==> src/rtl/rstf_pkg.sv <==
package rstf_pkg;

  typedef enum logic [1:0] {
    SEL_FAB  = 2'd0,
    SEL_CORE = 2'd1,
    SEL_SYS  = 2'd2,
    SEL_NONE = 2'd3
  } reg_sel_e;

  // number of set bits of m strictly below position b
  function automatic int unsigned ones_below(logic [31:0] m, int unsigned b);
    int unsigned n;
    n = 0;
    for (int unsigned k = 0; k < 32; k++) begin
      if (k < b && m[k]) n++;
    end
    return n;
  endfunction

endpackage

==> src/rtl/rstf_fab_reg.sv <==
module rstf_fab_reg
  import rstf_pkg::*;
#(
  parameter int unsigned W       = 32,
  parameter logic [31:0] MASK    = 32'h01F3_3F0F,
  parameter logic [31:0] INV     = 32'h0000_000F,
  parameter logic [31:0] RST_VAL = 32'h01F3_3F0F,
  localparam int unsigned NOUT   = ones_below(MASK, W)
) (
  input  logic            clk,
  input  logic            rst_n,
  input  logic            load,
  input  logic [W-1:0]    din,
  output logic [W-1:0]    stored_o,
  output logic [NOUT-1:0] rst_o
);

  logic [W-1:0] word_q;

  always_ff @(posedge clk or negedge rst_n) begin
    if (!rst_n)    word_q <= RST_VAL[W-1:0] & MASK[W-1:0];
    else if (load) word_q <= din & MASK[W-1:0];
  end

  assign stored_o = word_q;

  // squeeze reserved bits out: each valid bit lands on the next free line
  for (genvar b = 0; b < W; b++) begin : g_bit
    if (MASK[b]) begin : g_on
      localparam int unsigned IDX = ones_below(MASK, b);
      assign rst_o[IDX] = word_q[b] ^ INV[b];
    end
  end

endmodule

==> src/rtl/rstf_core_reg.sv <==
module rstf_core_reg #(
  parameter int unsigned NCORE = 2
) (
  input  logic             clk,
  input  logic             rst_n,
  input  logic             load,
  input  logic [NCORE-1:0] din,
  output logic [NCORE-1:0] rst_o
);

  always_ff @(posedge clk or negedge rst_n) begin
    if (!rst_n)    rst_o <= '0;
    else if (load) rst_o <= din;
  end

endmodule

==> src/rtl/rstf_sys_pulse.sv <==
module rstf_sys_pulse (
  input  logic clk,
  input  logic rst_n,
  input  logic fire,
  output logic req_o
);

  always_ff @(posedge clk or negedge rst_n) begin
    if (!rst_n) req_o <= 1'b0;
    else        req_o <= fire;
  end

endmodule

==> src/rtl/rst_fanout.sv <==
module rst_fanout
  import rstf_pkg::*;
#(
  parameter int unsigned FAB_W       = 32,
  parameter logic [31:0] FAB_MASK    = 32'h01F3_3F0F,
  parameter logic [31:0] FAB_INV     = 32'h0000_000F,
  parameter logic [31:0] FAB_RST_VAL = 32'h01F3_3F0F,
  parameter int unsigned NCORE       = 2,
  localparam int unsigned FAB_OUTS   = ones_below(FAB_MASK, FAB_W)
) (
  input  logic                clk,
  input  logic                rst_n,
  input  logic                wr_en,
  input  logic [1:0]          wr_sel,
  input  logic [FAB_W-1:0]    wr_data,
  input  logic                wr_unlocked,
  output logic [FAB_OUTS-1:0] fab_rst,
  output logic [NCORE-1:0]    core_rst,
  output logic                sys_rst_req,
  output logic [FAB_W-1:0]    fab_rd
);

  reg_sel_e sel;
  logic     accept;
  logic     ld_fab, ld_core, fire_sys;

  assign sel      = reg_sel_e'(wr_sel);
  assign accept   = wr_en & wr_unlocked;
  assign ld_fab   = accept && (sel == SEL_FAB);
  assign ld_core  = accept && (sel == SEL_CORE);
  assign fire_sys = accept && (sel == SEL_SYS) && wr_data[0];

  rstf_fab_reg #(
    .W(FAB_W), .MASK(FAB_MASK), .INV(FAB_INV), .RST_VAL(FAB_RST_VAL)
  ) u_fab (
    .clk(clk), .rst_n(rst_n), .load(ld_fab), .din(wr_data),
    .stored_o(fab_rd), .rst_o(fab_rst)
  );

  rstf_core_reg #(.NCORE(NCORE)) u_core (
    .clk(clk), .rst_n(rst_n), .load(ld_core), .din(wr_data[NCORE-1:0]),
    .rst_o(core_rst)
  );

  rstf_sys_pulse u_sys (
    .clk(clk), .rst_n(rst_n), .fire(fire_sys), .req_o(sys_rst_req)
  );

endmodule

==> config.mk <==
export PLATFORM = sky130hd
export DESIGN_NAME = rst_fanout
export DESIGN_NICKNAME = d
export VERILOG_FILES = /design/src/rtl/rstf_pkg.sv /design/src/rtl/rstf_fab_reg.sv /design/src/rtl/rstf_core_reg.sv /design/src/rtl/rstf_sys_pulse.sv /design/src/rtl/rst_fanout.sv
export SDC_FILE = /design/constraint.sdc
export NUM_CORES = 1
export LEC_CHECK = 0
export BUFFER_PORTS_ARGS = -buffer_cell sky130_fd_sc_hd__buf_2
export CAP_MARGIN = 15
export CORE_MARGIN = 10
export CORE_UTILIZATION = 25
export DETAILED_ROUTE_END_ITERATION = 10
export PLACE_DENSITY_LB_ADDON = 0.05
export SLEW_MARGIN = 15
export SYNTH_ARGS = -nofsm -noshare
export SYNTH_HDL_FRONTEND = slang
export SYNTH_SLANG_ARGS = --single-unit
==> constraint.sdc <==
create_clock -name clk -period 0.9 [get_ports clk]
set_input_delay 0.18 -clock clk [delete_from_list [all_inputs] [get_ports clk]]
set_output_delay 0.18 -clock clk [all_outputs]
set_load 0.1 [all_outputs]
# ---- Word-level counts from Yosys, hierarchy flattened
# Cells that the tools add are included.
dict set report totals {
  reg_bits 20
  output_inout_bits 52
  wordCells 15
}
dict set report classes {
  n_eq_ne 2
  n_bitwise 5
  n_reduce_logical 5
}
# operator count
set op_table {}
lappend op_table {{1-bit logical AND} 4}
lappend op_table {{1-bit inverter} 4}
lappend op_table {{2-bit by 1-bit == test with 1-bit output (second input constant)} 1}
lappend op_table {{2-bit == test (second input constant)} 1}
lappend op_table {{2-bit zero test} 1}
lappend op_table {{1-bit AND} 1}

# ---- Longest topological paths before layout
dict set report depth {
  word_depth 3
  mapped_depth 4
  ltp_nobuf 2
}

# ---- Modules after synthesis
# A second synthesis with hierarchy kept.
dict set report hier_totals {
  cells_unflattened 79
  area_unflattened_um2 1071.0
}
# mod instances cells_per_inst area_per_inst_um2 seq_area_each_um2
set modules_own_cells {}
lappend modules_own_cells {rstf_fab_reg 1 69 935.9 446.7}
lappend modules_own_cells {rstf_core_reg 1 4 72.6 50.0}
lappend modules_own_cells {rst_fanout 1 5 37.5 0.0}
lappend modules_own_cells {rstf_sys_pulse 1 1 25.0 25.0}

# ---- Least setup slack after synthesis
# OpenSTA, ideal clock, no wires.
dict set report synth_path {
  kind {flip-flop to output port}
  from {reg u_fab.word_q[0] (netlist: u_fab.stored_o[0])}
  to {out fab_rst[0]}
  arrival_time_ns 1.380
  setup_slack_ns -0.660
  path_stages_with_launch 2
  cell_sequence {dfstp_2 inv_1}
}
dict set report synth_via {
  elab_chain_cells 1
}
# element line_no
set synth_rtl {}
lappend synth_rtl {{from (decl)} rstf_fab_reg.sv:18} ;# logic [W-1:0] word_q;
lappend synth_rtl {{from (signal assigned)} rstf_fab_reg.sv:21} ;# if (!rst_n) word_q <= RST_VAL[W-1:0] & MASK[W-1:0];
lappend synth_rtl {{from (signal assigned)} rstf_fab_reg.sv:22} ;# else if (load) word_q <= din & MASK[W-1:0];
lappend synth_rtl {{1-bit inverter (no source line)} -}
lappend synth_rtl {{to (decl)} rst_fanout.sv:17} ;# output logic [FAB_OUTS-1:0] fab_rst,
# Every way passes these cells.

# ---- Worst setup path in the final report
dict set report layout_path {
  from {reg u_fab.word_q[1] (netlist: u_fab.stored_o[1])}
  to {out fab_rd[1]}
}
# element line_no
set layout_rtl {}
lappend layout_rtl {{to (decl)} rst_fanout.sv:20} ;# output logic [FAB_W-1:0] fab_rd
# No word-level cell between the ends.

==> impl_metrics.tcl <==
set metrics [dict create \
    cts_tree "built" \
    synth_area_mm2 0.001067 \
    grt_overflow_total 0 \
    yosysTopAreaCell "dfstp_2" \
    synth.avg_cell_area_um2 13.51 \
    crit_start "u_fab.stored_o[1]$_DFFE_PN1P_" \
    rsz0062_at_grt "yes" \
    ys_top_cells_by_count "buf_4 (28), dfstp_2 (17), mux2_4 (10)" \
    cts_max_path_buffers 2 \
    nNetsFinal 182 \
    first_pass_iters 4 \
    worst_slack_ps -442.8 \
    synth_cell_type_count 13 \
    drv_cap 0 \
    worstReg2RegStart "u_fab.stored_o[1]$_DFFE_PN1P_" \
    hpwl_mm 2.305 \
    cts-root-buf "clkbuf_8" \
    hold_class "input pin to flop" \
    r2r_cells 4 \
    status "complete, but fails checks" \
    rr_endpoint "u_fab.stored_o[1]$_DFFE_PN1P_" \
    ant_nets 0 \
    fp-row-count 23 \
    drc 0 \
    path_clk_slew_ps 80 \
    grt_max_degree 21 \
    die_area_mm2 0.007283 \
    async_flop_share_pct 100.0 \
    wire_per_inst_um 15.18 \
    drive_gt1_share_pct 86.01 \
    netlist_top_cells_area "dfstp_2 (42%), buf_4 (20%), mux2_4 (14%)" \
    drv_slew 0 \
    finClkSkew_ps 0 \
    cts_buffers 3 \
    dr_total_vias 745 \
    antenna_found_initial 0 \
    diodes 0 \
    layout_min_cycle_time_ps 1343 \
    ir_worst_vdd_mv 1.099 \
    setup_viol 54 \
    grt_usage_pct 7.783 \
    start_util_pct 26.30 \
    cp-end-kind "output port" \
    yosysWarningCount 0 \
    synthToLayoutAreaGrowth_pct 104.1 \
    fin_crit_sh_pct 149.2 \
    leakage_nw 0.9789 \
    crit_end "fab_rd[1]" \
    final_cells 193 \
    grt_pass1_vias 907 \
    violations "setup timing" \
    synthesis.instances 79 \
    totalWireLength_mm 2.929 \
    synth-seq-cells 20 \
    worstSetupPathType "flop to output port" \
    total_power_mw 7.664 \
    p_per_area_mw_per_mm2 3518 \
    core_mm2 0.004058 \
    required_ps 720 \
    synth_enable_flop_cells 0 \
    cts_sinks 20 \
    port_buffers 59 \
    placed_cells 181 \
    yosysMostFrequentCell "buf_4" \
    r2r_slack_ps -250 \
    gp_congestion 0.6763 \
    drtIter0Drc 23 \
    grt_pass1_wl_mm 4.574 \
    ios 90 \
    dieHeight_um 85.34 \
    critPathLaunchType "flop" \
    cp_max_fo 2 \
    cp_data_arrival_time_ps 1160 \
    viasPerCell 3.860 \
    die_w_um 85.34 \
    ctsHtreeMaxLevel 1 \
    final_hold_viol_count 0 \
    min-delay-start "wr_data[2]" \
    synth_top_area_share_pct 41.85 \
    seq_area_frac_synth_pct 48.89 \
    insertion_delay_ps 250 \
    synthFlopType "dfstp_2" \
    fmax_ghz 0.7447 \
]
[worst min-delay path by stage]
stage                                           to  cells after the start
CTS                  u_fab.stored_o[2]$_DFFE_PN1P_                      2
finish               u_fab.stored_o[2]$_DFFE_PN1P_                      2
global route        u_fab.stored_o[13]$_DFFE_PN1P_                      2
floorplan                    u_sys.req_o$_DFF_PN0_                      0
detailed placement           u_sys.req_o$_DFF_PN0_                      1
global placement             u_sys.req_o$_DFF_PN0_                      1
[area by class of cell]
type	count	area, um^2
multi-input combinational	39	379.1
fill	328	1879
timing repair buffer	76	1041
clock buffer	3	41.29
clock inverter	1	30.03
inverter	4	30.03
tap	50	62.56
sequential	20	594.3
[sequential cells by signal (all words and copies together) (netlist names)]
register and cells:
u_fab.stored_o 17, u_core.rst_o 2, u_sys.req_o 1
[layout by cell type, fill, tap and decap left out, types with 2 or more instances in the layout]
cell type / count
buf_12: 34
buf_16: 2
buf_2: 20
buf_4: 5
buf_6: 14
clkbuf_8: 3
clkinvlp_4: 4
conb_1: 15
dfrtp_4: 2
dfstp_4: 17
mux2_4: 19
nand2_1: 2
[cell families after synthesis]
group	synth area share [%]
AND/OR/NAND/NOR	3.165
other	0.3514
flip-flops	48.89
buffers and inverters	24.03
multiplexers	23.56
[where the power goes]
part           switching [mW]  internal, mW
clock                   0.286         0.593
combinational            3.33          1.79
sequential              0.320          1.35
total                    3.94          3.73
[critical path, cell delays in order, from the launching register on]
cell and delay (ps):
dfstp_4 640, buf_6 100, buf_12 160
[metal layers]
layer,vias to the layer above,GRT usage (%),routed length (um)
met5,-,0,0
met4,0,4.042,41
met3,2,2.199,214
met2,44,13.49,1573
met1,356,8.370,1100
li1,343,-,-
[through the flow]
stage / util (%) / hold WS (ps) / cell area, um^2 / TNS, ps / setup WS [ps]
2_1_floorplan: - / -115.6 / 1404 / -10100 / -553.1
3_3_place_gp: 47.64 / 156.7 / 1933 / -8979 / -277.8
3_5_place_dp: 47.64 / 151.2 / 1933 / -9410 / -301.0
4_1_cts: 52.98 / 148.2 / 2150 / -15060 / -454.4
5_1_grt: 53.68 / 145.9 / 2178 / -16140 / -473.4
6_report: 53.68 / 154.3 / 2178 / -14910 / -442.8
[timing repair]
item	4_1_cts	5_1_grt
endpoints found under the setup margin	54	56
hold buffers	1	0
pin swaps	1	1
endpoints found under the hold margin	3	0
resized for setup	19	4
setup buffers	3	3
cloned	2	0
(Power assumes the default switching activity.)
